`src/rtl/ldu_pkg.sv`:
```
package ldu_pkg;
  typedef enum logic [1:0] {
    ST_IDLE     = 2'd0,
    ST_FETCH_LO = 2'd1,
    ST_FETCH_HI = 2'd2,
    ST_REPLY    = 2'd3
  } ldu_state_e;

  // strobes from control to datapath
  typedef struct packed {
    logic accept;      // latch request fields
    logic captureLo;   // store first fetched word
    logic captureHi;   // store second fetched word
    logic selectNext;  // address the following aligned word
    logic reply;       // drive the assembled result
  } ldu_strobe_t;
endpackage

```
`src/rtl/ldu_ctrl.sv`:
```
module ldu_ctrl
  import ldu_pkg::*;
(
  input  logic        clk,
  input  logic        rstN,
  input  logic        reqValid,
  output logic        reqReady,
  input  logic        memDataValid,
  input  logic        spansIn,
  output logic        memReq,
  output logic        rspValid,
  output logic        busy,
  output ldu_strobe_t strobes
);
  ldu_state_e state, stateNext;
  logic issued;
  logic [1:0] readCnt;

  always_comb begin
    strobes            = '0;
    strobes.accept     = (state == ST_IDLE) && reqValid;
    strobes.captureLo  = (state == ST_FETCH_LO) && issued && memDataValid;
    strobes.captureHi  = (state == ST_FETCH_HI) && issued && memDataValid;
    strobes.selectNext = (state == ST_FETCH_HI);
    strobes.reply      = (state == ST_REPLY);
  end

  assign reqReady = (state == ST_IDLE);
  assign busy     = (state != ST_IDLE);
  assign rspValid = strobes.reply;
  assign memReq   = ((state == ST_FETCH_LO) || (state == ST_FETCH_HI)) && !issued;

  always_comb begin
    stateNext = state;
    unique case (state)
      ST_IDLE:     if (strobes.accept) stateNext = ST_FETCH_LO;
      ST_FETCH_LO: if (strobes.captureLo) stateNext = spansIn ? ST_FETCH_HI : ST_REPLY;
      ST_FETCH_HI: if (strobes.captureHi) stateNext = ST_REPLY;
      ST_REPLY:    stateNext = ST_IDLE;
      default:     stateNext = ST_IDLE;
    endcase
  end

  always_ff @(posedge clk) begin
    if (!rstN) begin
      state  <= ST_IDLE;
      issued <= 1'b0;
    end else begin
      state <= stateNext;
      if (strobes.accept || strobes.captureLo || strobes.captureHi) issued <= 1'b0;
      else if (memReq) issued <= 1'b1;
    end
  end

  // read counter for the per-load read-count check
  always_ff @(posedge clk) begin
    if (!rstN) readCnt <= 2'd0;
    else if (strobes.accept) readCnt <= 2'd0;
    else if (memReq && readCnt != 2'd3) readCnt <= readCnt + 2'd1;
  end


  accept_locks_chk: assert property (@(posedge clk) disable iff (!rstN)
    (reqValid && reqReady) |=> (busy && !reqReady));


  rsp_pulse_chk: assert property (@(posedge clk) disable iff (!rstN)
    rspValid |=> !rspValid);


  req_pulse_chk: assert property (@(posedge clk) disable iff (!rstN)
    memReq |=> !memReq);


  read_count_chk: assert property (@(posedge clk) disable iff (!rstN)
    rspValid |-> (readCnt == (spansIn ? 2'd2 : 2'd1)));


  busy_end_chk: assert property (@(posedge clk) disable iff (!rstN)
    rspValid |=> !busy);
endmodule

```
`src/rtl/ldu_datapath.sv`:
```
module ldu_datapath
  import ldu_pkg::*;
#(
  parameter int ADDR_W     = 32,
  parameter int WORD_BYTES = 8,
  parameter int SIZE_W     = 2
) (
  input  logic                    clk,
  input  logic                    rstN,
  input  ldu_strobe_t             strobes,
  input  logic [ADDR_W-1:0]       reqAddr,
  input  logic [SIZE_W-1:0]       reqSize,
  input  logic [WORD_BYTES*8-1:0] memData,
  output logic [ADDR_W-1:0]       memAddr,
  output logic                    spansOut,
  output logic [WORD_BYTES*8-1:0] rspData
);
  localparam int DATA_W = WORD_BYTES * 8;
  localparam int OFFS_W = $clog2(WORD_BYTES);
  localparam int CNT_W  = OFFS_W + 2;
  localparam int SHA_W  = OFFS_W + 3;

  logic [ADDR_W-1:0] baseAddr;
  logic [OFFS_W-1:0] offs;
  logic [SIZE_W-1:0] sizeReg;
  logic [DATA_W-1:0] loWord, hiWord;
  logic [CNT_W-1:0]  nBytes;
  logic [2*DATA_W-1:0] window;
  logic [DATA_W-1:0] lowWin;
  logic [WORD_BYTES-1:0] laneOn;
  logic [ADDR_W-1:0] firstAddr;

  always_ff @(posedge clk) begin
    if (!rstN) begin
      baseAddr <= '0;
      offs     <= '0;
      sizeReg  <= '0;
      loWord   <= '0;
      hiWord   <= '0;
    end else begin
      if (strobes.accept) begin
        baseAddr <= {reqAddr[ADDR_W-1:OFFS_W], {OFFS_W{1'b0}}};
        offs     <= reqAddr[OFFS_W-1:0];
        sizeReg  <= reqSize;
        hiWord   <= '0;
      end
      if (strobes.captureLo) loWord <= memData;
      if (strobes.captureHi) hiWord <= memData;
    end
  end

  assign memAddr  = strobes.selectNext ? baseAddr + ADDR_W'(WORD_BYTES) : baseAddr;
  assign nBytes   = CNT_W'(1) << sizeReg;
  assign spansOut = ({2'b00, offs} + nBytes) > CNT_W'(WORD_BYTES);

  assign window = {hiWord, loWord};
  assign lowWin = DATA_W'(window >> {offs, 3'b000});

  for (genvar k = 0; k < WORD_BYTES; k++) begin : g_lane
    assign laneOn[k] = (CNT_W'(k) < nBytes);
    assign rspData[8*k +: 8] = (strobes.reply && laneOn[k]) ? lowWin[8*k +: 8] : 8'h00;
  end

  // address of the first read, kept for the second-read check
  always_ff @(posedge clk) begin
    if (!rstN) firstAddr <= '0;
    else if (strobes.captureLo) firstAddr <= memAddr;
  end


  second_addr_chk: assert property (@(posedge clk) disable iff (!rstN)
    strobes.captureHi |-> (memAddr - firstAddr == ADDR_W'(WORD_BYTES)));


  upper_zero_chk: assert property (@(posedge clk) disable iff (!rstN)
    strobes.reply |-> ((rspData >> {nBytes, 3'b000}) == '0));


  idle_zero_chk: assert property (@(posedge clk) disable iff (!rstN)
    !strobes.reply |-> (rspData == '0));
endmodule

```
`src/rtl/unaligned_load_unit.sv`:
```
module unaligned_load_unit
  import ldu_pkg::*;
#(
  parameter int ADDR_W     = 32,
  parameter int WORD_BYTES = 8,
  localparam int SIZE_W    = $clog2($clog2(WORD_BYTES) + 1),
  localparam int DATA_W    = WORD_BYTES * 8
) (
  input  logic              clk,
  input  logic              rstN,
  input  logic              reqValid,
  output logic              reqReady,
  input  logic [ADDR_W-1:0] reqAddr,
  input  logic [SIZE_W-1:0] reqSize,
  output logic              memReq,
  output logic [ADDR_W-1:0] memAddr,
  input  logic [DATA_W-1:0] memData,
  input  logic              memDataValid,
  output logic              rspValid,
  output logic [DATA_W-1:0] rspData,
  output logic              busy
);
  ldu_strobe_t strobes;
  logic spans;

  ldu_ctrl u_ctrl (
    .clk(clk), .rstN(rstN), .reqValid(reqValid), .reqReady(reqReady),
    .memDataValid(memDataValid), .spansIn(spans), .memReq(memReq),
    .rspValid(rspValid), .busy(busy), .strobes(strobes)
  );

  ldu_datapath #(.ADDR_W(ADDR_W), .WORD_BYTES(WORD_BYTES), .SIZE_W(SIZE_W)) u_dp (
    .clk(clk), .rstN(rstN), .strobes(strobes), .reqAddr(reqAddr),
    .reqSize(reqSize), .memData(memData), .memAddr(memAddr),
    .spansOut(spans), .rspData(rspData)
  );
endmodule

```
`config.mk`:
```
export PLATFORM = sky130hd
export DESIGN_NAME = unaligned_load_unit
export DESIGN_NICKNAME = d
export VERILOG_FILES = /design/src/rtl/ldu_pkg.sv /design/src/rtl/ldu_ctrl.sv /design/src/rtl/ldu_datapath.sv /design/src/rtl/unaligned_load_unit.sv
export SDC_FILE = /design/constraint.sdc
export NUM_CORES = 1
export LEC_CHECK = 0
export ABC_AREA = 1
export BUFFER_PORTS_ARGS = -buffer_cell sky130_fd_sc_hd__buf_2
export CORE_MARGIN = 4
export CORE_UTILIZATION = 40
export CTS_BUF_LIST = sky130_fd_sc_hd__clkbuf_2 sky130_fd_sc_hd__clkbuf_4 sky130_fd_sc_hd__clkbuf_8
export DETAILED_ROUTE_END_ITERATION = 12
export GPL_TIMING_DRIVEN = 0
export PLACE_DENSITY = 0.59
export REMOVE_ABC_BUFFERS = 1
export SETUP_SLACK_MARGIN = 0.1
export SYNTH_ARGS = -nofsm -noshare
export SYNTH_HDL_FRONTEND = slang
export SYNTH_HIERARCHICAL = 1
export SYNTH_SLANG_ARGS = --single-unit
```
`constraint.sdc`:
```
create_clock -name clk -period 3.1 [get_ports clk]
set_input_delay 0.775 -clock clk [delete_from_list [all_inputs] [get_ports clk]]
set_output_delay 0.775 -clock clk [all_outputs]
set_load 0.005 [all_outputs]
```
After elaboration in Yosys (flattened, before gate mapping)
Index checks and enable logic that the tools add are counted.

Bits in registers: 165. Word-level logic and storage cells: 66.

$add $sub $neg: 2. Reduce and logical (&&, ||, !) cells: 23. Mux-type cells: 16. Shift operators: 2. $lt $le $gt $ge: 9. Equality and inequality tests: 6. Bitwise logic cells: 1.

Operators with widths (count): 64-bit two-way mux (2); 128-bit by 6-bit right shift with 64-bit output (1); 8-bit two-way mux (8); 32-bit by 4-bit adder with 32-bit output, second input constant (1); 32-bit two-way mux (1); 3-bit by 5-bit less-than comparator with 1-bit output, first input constant (4); 1-bit logical AND (14); 1-bit by 5-bit less-than comparator with 1-bit output, first input constant (2); 2-bit by 5-bit less-than comparator with 1-bit output, first input constant (2); 2-bit one-hot mux with 4 select lines (1); 2-bit two-way mux (3); 3-bit by 5-bit adder with 5-bit output (1); 5-bit by 4-bit greater-than comparator with 1-bit output, second input constant (1); 1-bit by 2-bit << shifter with 5-bit output, first input constant (1); 2-bit equality test, second input constant (2); 2-bit by 1-bit != test with 1-bit output, second input constant (2); 2-bit nonzero test (2); 1-bit logical OR (3); 3-bit AND reduction (1); 2-bit by 1-bit equality test with 1-bit output, second input constant (1); 2-bit zero test (1); 2-bit != test, second input constant (1); 2-bit OR reduction (1); 1-bit zero test (1); other kinds (2) (2).

Logic depth before layout (Yosys ltp)
Gate-level depths: netlist of the first run.

Word-level depth: 6. Depth in mapped cells: 14.

Hierarchy
The synthesis of the first run kept the hierarchy.

By module, submodules not included: ldu_datapath (times used 1, cells an instance 1610, area each 9585.4 µm²); ldu_ctrl (times used 1, cells an instance 39, area each 259.0 µm²).

Worst setup path after synthesis of the first run
Ideal clock, no wire load.

Path kind: register to output. Start: register u_ctrl.state[0]. End: output port memAddr[27]. Setup slack: 0.883 ns. Required time: 2.325 ns. Arrival: 1.442 ns. Stages on the path, launching flop included: 11. Cell sequence: dfxtp_1 -> inv_1 -> ha_1 -> buf_4 -> inv_1 -> nor2_1 -> nand2_1 -> nor2_2 -> nand3_1 -> nand2_1 -> nand2_1.

RTL lines: from (decl) (line ldu_ctrl.sv:15) `ldu_state_e state, stateNext;`; from (signal assigned) (line ldu_ctrl.sv:49) `state <= stateNext;`; to (decl) (line unaligned_load_unit.sv:16) `output logic [ADDR_W-1:0] memAddr,`.

Worst setup path in the final report of the first run
Start: register u_ctrl.state[0]. End: output port rspData[45].

Cells in the longest elaborated chain, start to end: 3.

Ends and longest elaborated chain: 2-bit equality test (line ldu_ctrl.sv:25) `strobes.reply = (state == ST_REPLY);`; 1-bit logical AND (line ldu_datapath.sv:61) `assign rspData[8*k +: 8] = (strobes.reply && laneOn[k]) ? lowWin[8*k +: 8] : 8'h00;`; 8-bit two-way mux (line ldu_datapath.sv:61); to (decl) (line unaligned_load_unit.sv:20) `output logic [DATA_W-1:0] rspData,`.

Every way passes these cells.

==> summary.txt, run 1 <==
status: complete, no violations
CP required: 2.32 ns
fin crit period: 2.908 ns
worst setup path start: u_ctrl/state[0]
GR Util All Layers: 24.50%
Rows: 57
Post-Synthesis Cells: 1,649
Setup crit start kind: flop
Placed Area: 0.01091 sq mm
Comb pwr share: 43.7%
Switching Share: 42.75%
total CTS buffers: 17
Setup CP Type: reg2out
delay-heaviest family, CP: buffers and inverters
first-pass GRT wire length: 52,920 um
critical path, cell by cell: ha_4 > nand2_8 > nor2_4 > clkinvlp_4 > buf_4 > a21oi_1 > buf_2
clock skew: 0.01140 ns
CTS tree: done
Post-DP HPWL: 21,170 um
unrepaired setup endpoints after global routing: yes
final setup TNS: 0 ns
Int Power: 4.227 mW
sequential area share after synthesis: 31.93%
Via density: 5.221
first drt pass iteration count: 6
HP Class: reg2reg
Reg power frac: 34.1%
register area: 0.003154 sq mm
P_sw: 3.157 mW
Reg2Reg Depth: 11
Remaining DRCs: 0
Area Overhead vs Synth: 19.17%
Worst IR Drop VDD: 278.7 uV
Pins Over Slew Limit: 0
Synth Cell Area: 0.009844 sq mm
Slowest cell on crit path: dfxtp_2
top cell type's share of synthesized area: 31.93%
Synth Area in XOR/XNOR: 1.335%
r2r startpoint: u_ctrl/state[0]
port bufs: 198
clk_lat worst skew: 0.46 ns
remaining antenna violation count: 0
Clock H-tree levels: 4
vias in the first global route: 10,070
max cap viols: 0
share of cells above drive strength 1: 16.85%
Starting Density: 40.60%
Ports: 202
multiplexer share of the synthesized area: 0%
Max Freq: 343.9 MHz
initial antenna violation count: 2
Util after Layout: 48.38%
CP Buf/Inv Count: 3
mean post-synth cell area: 5.970 sq um
largest net degree at the start of global routing: 90
CP max stage delay: 0.40 ns
Synth area leader: dfxtp_1
Final Hold Viols: 0
RR Endpoint: u_dp/hiWord[23]
Worst setup EP type: output port
critical path data arrival time: 2.13 ns
final wirelength: 34,520 um
clk slew on worst S/H paths: 0.09 ns
# nets final: 1,898
routed via count: 11,080
total power: 7.384 mW
clock root buffer: clkbuf_8
worst-path maximum fanout: 15
largest family of logic cells by synthesized area: simple AND/OR/NAND/NOR gates
clock sink total: 157
Synth area leaders: dfxtp_1 32%, nand2_1 20%, nor2_1 8.9%
power share of the clock group: 22.2%
core footprint: 0.02425 sq mm
CTS Buffer Depth: 2
min-delay src: u_dp/hiWord[27]
Synth Area in Adders: 1.347%
setup ws final: 0.1919 ns
fill count: 2,671
leak pwr: 5.211 nW
post-synth cell types: 35
Synth Area in Simple Gates: 35.92%
Setup-failing EPs final: 0
Placement Setup Slack: -0.6565 ns
Slew @ Worst Pin: 0.9224 ns
final RePlAce weighted congestion: 0.8906
Synth Register Bits: 157
Avg WL per Cell: 16.27 um
worst hold stages: 2
Hold Crit Endpoint: u_dp/hiWord[27]
footprint of the multi-input gates: 0.005826 sq mm
Yosys Warn Count: 6
post-synthesis compound-gate area fraction: 19.56%
slew margin rel.: 38.36%
post-route clock period utilization: 93.81%
diodes inserted: 0
Die Span Y: 164.9 um
Die Wd: 164.9 um
remaining global-route overflow: 0
Cell Pwr Density: 629.4 mW/mm^2
R2R setup slack: 0.44 ns
DIE AREA: 0.02719 sq mm
drt first-iter violations: 949
post-route cell area: 0.01173 sq mm
-- routing by layer --
metal  global-route usage, %  vias to the layer above  part of all wire, %
li1                        -                     5559                    -
met1                   34.08                     5048                   46
met2                   40.05                      432                   45
met3                   3.669                       35                  7.5
met4                   5.822                        4                  1.3
met5                       0                        -                0.064
-- sequential cells by signal (all words and copies together), names as in the netlist --
| signal | flops |
|---|---|
| u_ctrl/issued | 1 |
| u_ctrl/state | 2 |
| u_dp/baseAddr | 29 |
| u_dp/hiWord | 56 |
| u_dp/loWord | 64 |
| u_dp/offs | 3 |
| u_dp/sizeReg | 2 |
-- cell type report --
class,count,share of cell area (%)
repair inverters,1,0.1387
clock inverters,11,1.205
clock buffers,20,2.240
well taps,324,3.456
repair buffers,231,13.05
inverters,94,3.360
multi-input cells,1284,49.66
flip-flops and latches,157,26.89
-- cell families after synthesis --
family	Yosys count
compound gates	372
xor+xnor	15
fa+ha+maj	10
buf+inv	210
flops	157
other cells	1
simple gates	884
-- worst max-delay path by stage --
stage	end	cells after the start
after global routing	rspData[45]	7
after floorplan	rspData[60]	7
after CTS	rspData[42]	7
final	rspData[45]	7
after detailed placement	rspData[37]	6
after global placement	u_dp/hiWord[2]	7
-- cell usage in the layout (no fill, tap or decap), types with 2 or more instances in the layout --
cell type and count:
nand2_1 523, nor2_1 228, buf_2 197, o21ai_0 168, dfxtp_1 152, a21oi_1 146
inv_1 85, nand3_1 84, o21ai_1 31, o211ai_1 19, clkbuf_8 18, buf_4 14
and2_1 10, xor2_1 10, buf_12 9, nand4_1 9, nor2_4 7, ha_1 7
buf_16 6, nor3_1 5, or2_2 5, xnor2_1 5, clkinv_2 4, inv_4 4
nand2_2 4, or2_1 4, bufinv_16 3, clkinvlp_4 3, inv_2 3, dfxtp_2 3
conb_1 3, clkbuf_4 2, o21ai_2 2, ha_4 2, a21oi_2 2, nor2_2 2
o21bai_1 2, dfxtp_4 2, buf_6 2
-- cell usage after synthesis, drive strengths merged --
cell / count
o21ai: 201
fa: 1
nand3: 85
a21oi: 148
buf: 64
nor2: 237
conb: 1
nor3: 5
and2: 10
and3: 1
xor2: 10
or2: 9
dfxtp: 157
a21boi: 1
ha: 9
nand4: 9
nand2: 528
o211ai: 19
clkbuf: 52
inv: 94
xnor2: 5
o22ai: 1
o21bai: 2
-- worst min-delay path: cells and delay by family, from the launching register on --
family           cells  cell delay, ns
AO/OA/AOI/OAI        1            0.05
flip-flops           1            0.32
AND/OR/NAND/NOR      1            0.06
-- power by group through the flow --
stage	logic, mW	clock network, mW	registers [mW]
floorplan	1.77	0	2.61
global placement	2.58	0	2.76
detailed placement	2.74	0	2.66
CTS	3.10	1.68	2.52
global route	3.61	1.76	2.55
finish	3.23	1.64	2.52
-- metrics by stage --
step / hold WS, ns / cells
3_3_place_gp: 0.4498 / 2057
4_1_cts: 0.4663 / 2115
2_1_floorplan: 0.4378 / 1535
6_report: 0.4631 / 2122
5_1_grt: 0.4843 / 2122
3_5_place_dp: 0.4532 / 2067
-- repair_timing --
item,CTS,global route
setup endpoints to repair,85,47
buffers inserted,16,5
gates cloned,1,2
hold endpoints to repair,0,0
hold buffers,0,0
gates resized for setup,18,16
pin swaps,2,2
(Power assumes the default switching activity.)
==> inputs of run 2 (changes only) <==
--- a/config.mk
+++ b/config.mk
@@ -8,11 +8,11 @@
 export ABC_AREA = 1
 export BUFFER_PORTS_ARGS = -buffer_cell sky130_fd_sc_hd__buf_2
 export CORE_MARGIN = 4
-export CORE_UTILIZATION = 40
+export CORE_UTILIZATION = 50
 export CTS_BUF_LIST = sky130_fd_sc_hd__clkbuf_2 sky130_fd_sc_hd__clkbuf_4 sky130_fd_sc_hd__clkbuf_8
 export DETAILED_ROUTE_END_ITERATION = 12
 export GPL_TIMING_DRIVEN = 0
-export PLACE_DENSITY = 0.59
+export PLACE_DENSITY = 0.72
 export REMOVE_ABC_BUFFERS = 1
 export SETUP_SLACK_MARGIN = 0.1
 export SYNTH_ARGS = -nofsm -noshare
==> run 2 against run 1 <==
Maximum frequency is 0.78% lower. Worst setup slack worse by 0.023 ns. Critical path depth up 3. Final cell count shrank 3.0%. Combinational power decreased by 2%. Cell area shrank 1.1%. Largest cell class unchanged. Highest routed layer unchanged.
==> summary.txt, run 2 (same netlist as run 1, synthesis figures left out) <==
port bufs: 198
Cell Pwr Density: 623.0 mW/mm^2
Post-DP HPWL: 19,890 um
clock sink total: 157
Slew @ Worst Pin: 0.9440 ns
fin crit period: 2.931 ns
Die Wd: 148.3 um
Rows: 51
Area Overhead vs Synth: 17.81%
RR Endpoint: u_dp/offs[1]
critical path, cell by cell: buf_16 > inv_8 > nand2_1 > and2_1 > nand2_1 > nand2_1 > nand2_1 > nand2_1 > nor2_1 > buf_2
delay-heaviest family, CP: simple AND/OR/NAND/NOR gates
remaining antenna violation count: 0
Setup crit start kind: flop
final wirelength: 32,540 um
Final Hold Viols: 0
most common cell after layout, fill and taps aside: nand2_1
total CTS buffers: 17
Remaining DRCs: 0
DIE AREA: 0.02200 sq mm
first-pass GRT wire length: 51,080 um
Setup-failing EPs final: 0
Die Span Y: 148.3 um
CTS Buffer Depth: 2
post-route clock period utilization: 94.54%
Pins Over Slew Limit: 0
most used cell, CP: nand2_1
# nets final: 1,892
post-route cell area: 0.01160 sq mm
unrepaired setup endpoints after global routing: yes
Via density: 5.449
largest register by flop count: u_dp/loWord
Setup CP Type: reg2out
Max Freq: 341.2 MHz
Int Power: 4.123 mW
vias in the first global route: 10,220
GR Util All Layers: 28.43%
Clock H-tree levels: 4
min-delay src: u_dp/hiWord[43]
share of cells above drive strength 1: 16.51%
first drt pass iteration count: 6
r2r startpoint: u_ctrl/state[1]
initial antenna violation count: 3
Hold Crit Endpoint: u_dp/hiWord[43]
CP Buf/Inv Count: 3
R2R setup slack: 0.30 ns
Comb pwr share: 43.8%
routed via count: 11,220
most frequent cells in the layout: 523 x nand2_1, 229 x nor2_1, 197 x buf_2
remaining global-route overflow: 0
clk slew on worst S/H paths: 0.09 ns
slew margin rel.: 36.92%
Worst IR Drop VDD: 335.3 uV
Avg WL per Cell: 15.80 um
Top Registers: u_dp/loWord (64), u_dp/hiWord (56), u_dp/baseAddr (29)
Switching Share: 42.94%
final RePlAce weighted congestion: 0.9177
CP required: 2.32 ns
status: complete, no violations
clock skew: 0.007334 ns
clk_lat worst skew: 0.45 ns
Reg power frac: 34.8%
Slowest cell on crit path: dfxtp_4
Reg2Reg Depth: 8
Largest register FFs: 64
largest net degree at the start of global routing: 103
Layout Cells excl Fill: 2,059
CTS Hold Buffers Added: 0
worst-path maximum fanout: 44
max cap viols: 0
CP max stage delay: 0.38 ns
P_sw: 3.102 mW
core footprint: 0.01940 sq mm
Placed Area: 0.01079 sq mm
clock root buffer: clkbuf_8
worst hold stages: 2
critical path data arrival time: 2.16 ns
leak pwr: 5.171 nW
HP Class: reg2reg
Worst setup EP type: output port
Starting Density: 50.75%
CTS tree: done
drt first-iter violations: 954
Ports: 202
power share of the clock group: 21.4%
Placed Cells incl. Taps: 2,007
run 2: cell types whose count changed in the layout (fill, tap and decap cells not counted), moves of 2 or more:
cell / before / now
clkinvlp_4: 3 / 5
buf_4: 14 / 8
clkbuf_8: 18 / 22
inv_4: 4 / 1
bufinv_16: 3 / 1
run 2: power by group through the flow:
| stage | logic, mW | registers [mW] | clock network (mW) |
|---|---|---|---|
| detailed placement | 2.67 | 2.66 | 0 |
| floorplan | 1.77 | 2.61 | 0 |
| finish | 3.17 | 2.52 | 1.54 |
| global route | 3.52 | 2.55 | 1.65 |
| global placement | 2.52 | 2.75 | 0 |
| CTS | 3.05 | 2.49 | 1.57 |
run 2: area by class of cell:
| cell class | count | area [sq um] |
|---|---|---|
| Fill cell | 2025 | 7801 |
| Sequential cell | 157 | 3154 |
| Clock buffer | 23 | 310.3 |
| Timing Repair inverter | 1 | 11.26 |
| Clock inverter | 9 | 83.83 |
| Multi-Input combinational cell | 1284 | 5827 |
| Antenna cell | 1 | 2.502 |
| Tap cell | 265 | 331.6 |
| Timing Repair Buffer | 225 | 1485 |
| Inverter | 94 | 391.6 |
run 2: through the flow:
stage	util (%)	setup TNS, ns	hold WS, ns	worst slack [ns]	total power [mW]
floorplan	-	-211.37	0.4378	-2.034	4.377
global placement	54.41	-809.29	0.4487	-6.185	5.268
detailed placement	55.64	-25.37	0.4532	-0.5087	5.334
CTS	59.19	0	0.4661	0.06186	7.111
global route	59.78	0	0.4855	0.06872	7.710
finish	59.78	0	0.4622	0.1691	7.225
run 2: metal layers:
layer	vias to the layer above	track usage, %	part of all wire (%)
met1	5098	38.31	43
met5	-	0	0.077
met3	64	4.966	8.7
met2	501	46.63	46
met4	4	8.915	2.2
li1	5553	-	-
run 2: worst max-delay path by stage:
stage | startpoint | slack [ns] | cells after the start | end
2_1_floorplan | u_dp/offs[0] | -2.03 | 7 | rspData[60]
3_3_place_gp | u_ctrl/state[0] | -6.19 | 7 | u_dp/hiWord[3]
3_5_place_dp | u_dp/offs[0] | -0.51 | 7 | rspData[34]
4_1_cts | u_ctrl/state[1] | 0.06 | 7 | rspData[45]
5_1_grt | u_dp/offs[0] | 0.07 | 9 | rspData[47]
6_report | u_dp/offs[0] | 0.17 | 10 | rspData[53]
run 2: worst register-to-register path: cells and delay by family, from the launching register on:
family / cells / cell delay, ns
buf+inv: 4 / 1.73
flops: 1 / 0.37
compound gates: 2 / 0.27
fa+ha+maj: 1 / 0.22
simple gates: 1 / 0.09
run 2: timing repair:
action,in CTS,in global routing
resized for setup,15,15
endpoints found under the hold margin,0,0
pin swaps,2,0
cloned,1,1
setup endpoints to repair,85,59
buffers inserted,15,0
==> inputs of run 3 (changes only) <==
==> constraint.sdc (replaced) <==
create_clock -name clk -period 3.1 [get_ports clk]
set_input_delay 0.465 -clock clk [delete_from_list [all_inputs] [get_ports clk]]
set_output_delay 0.465 -clock clk [all_outputs]
set_load 0.005 [all_outputs]
==> run 3 against run 2 <==
Non-clock buffer count fell by 8. Worst setup slack got worse by 0.044 ns. Power fell by 2.5%. Largest power group unchanged. Via count fell by 1.6%. Worst hold slack got worse by 0.23 ns. Largest cell class unchanged. Critical path depth fell by 4. Clock-buffer cell count did not move. Flip-flop and latch count did not move. Global-route usage fell by 0.88 points.
==> summary.txt, run 3 (same netlist as run 1, synthesis figures left out) <==
status: complete, no violations
Starting Density: 50.75%
CP required: 2.63 ns
CP max stage delay: 0.47 ns
setup ws final: 0.1251 ns
worst-path maximum fanout: 8
clk slew on worst S/H paths: 0.09 ns
post-route clock period utilization: 95.96%
first-pass GRT wire length: 49,780 um
unrepaired setup endpoints after global routing: yes
Rows: 51
Setup crit start kind: flop
Pins Over Slew Limit: 0
drt first-iter violations: 999
met2 wire length: 14,350 um
Top Registers: u_dp/loWord (64), u_dp/hiWord (56), u_dp/baseAddr (29)
Placed Cells incl. Taps: 2,007
Util after Layout: 58.83%
Cell Pwr Density: 617.5 mW/mm^2
Final Hold Viols: 0
most common cell after layout, fill and taps aside: nand2_1
Layout Cells excl Fill: 2,051
leak pwr: 5.113 nW
CTS tree: done
clock sink total: 157
met3 WL post-DR: 3009 um
Worst IR Drop VDD: 346.8 uV
Ports: 202
Placement Setup Slack: -0.1987 ns
# nets final: 1,883
register area: 0.003152 sq mm
share of cells above drive strength 1: 15.64%
fin crit period: 2.975 ns
Setup CP Type: reg2out
final wirelength: 31,580 um
Max Freq: 336.1 MHz
delay-heaviest family, CP: simple AND/OR/NAND/NOR gates
port bufs: 198
Placed Area: 0.01079 sq mm
fill count: 2,044
largest register by flop count: u_dp/loWord
Worst setup EP type: output port
post-route cell area: 0.01141 sq mm
first drt pass iteration count: 8
Slowest cell on crit path: nor2_4
max cap viols: 0
largest net degree at the start of global routing: 103
remaining global-route overflow: 0
final RePlAce weighted congestion: 0.9177
DIE AREA: 0.02200 sq mm
Via density: 5.383
vias in the first global route: 9,955
routed via count: 11,040
clk_lat worst skew: 0.45 ns
total CTS buffers: 17
remaining antenna violation count: 0
CTS Buffer Depth: 2
clock skew: 0.01151 ns
highest metal used: met5
footprint of the multi-input gates: 0.005774 sq mm
Largest register FFs: 64
HP Class: in2reg
Routed met1 length: 13,550 um
core footprint: 0.01940 sq mm
initial antenna violation count: 3
Slew @ Worst Pin: 0.9157 ns
Remaining DRCs: 0
slew margin rel.: 38.81%
Die Wd: 148.3 um
critical path data arrival time: 2.51 ns
Avg WL per Cell: 15.40 um
total power: 7.047 mW
CP Buf/Inv Count: 2
critical path, cell by cell: ha_1 > inv_1 > nor2_4 > nand2_1 > nor2_1 > buf_2
Area Overhead vs Synth: 15.93%
clock root buffer: clkbuf_8
Die Span Y: 148.3 um
most frequent cells in the layout: 523 x nand2_1, 229 x nor2_1, 197 x buf_2
Setup-failing EPs final: 0
Clock H-tree levels: 4
GR Util All Layers: 27.55%
Post-DP HPWL: 19,890 um
==> run 3: where the power goes <==
group	internal [mW]	switching [mW]
clock	0.750	0.787
combinational	1.03	1.93
sequential	2.26	0.294
total	4.04	3.01
==> run 3: final cells by class <==
type,instances,share of cell area [%]
multi-input cells,1284,50.60
diodes,2,0.04385
flip-flops and latches,157,27.62
well taps,265,2.905
inverters,94,3.267
repair buffers,217,12.11
clock buffers,23,2.719
clock inverters,9,0.7346
==> run 3: metrics by stage <==
stage               hold WS, ns  TNS [ns]
global placement         0.4487   -774.21
finish                   0.2275         0
detailed placement       0.4532    -5.670
floorplan                0.4378   -185.17
CTS                      0.2024         0
global route             0.2253         0
==> run 3: worst paths after layout <==
| path | startpoint | to | slack [ns] | cells after the start |
|---|---|---|---|---|
| max reg2reg | u_ctrl/state[0] | u_dp/offs[1] | 0.32 | 8 |
| max | u_ctrl/state[0] | rspData[10] | 0.13 | 6 |
| min | reqAddr[12] | u_dp/baseAddr[12] | 0.23 | 3 |
| min reg2reg | u_dp/hiWord[43] | u_dp/hiWord[43] | 0.46 | 2 |
==> run 3: repair_timing <==
action / CTS / global route
gates resized for setup: 8 / 2
pin swaps: 1 / 0
setup buffers: 6 / 1
hold endpoints to repair: 0 / 0
endpoints found under the setup margin: 70 / 45
hold buffers: 0 / 0
cloned: 0 / 1
==> run 3: worst min-delay path: cells and delay by family <==
family,cells,cell delay [ns]
and+or+nand+nor,2,0.11
buffers and inverters,1,0.07
==> run 3: routing by layer <==
| layer | vias to the layer above | global-route usage [%] |
|---|---|---|
| met5 | - | 0 |
| met4 | 4 | 7.667 |
| met2 | 500 | 45.49 |
| met3 | 60 | 4.479 |
| met1 | 4953 | 37.48 |
| li1 | 5524 | - |
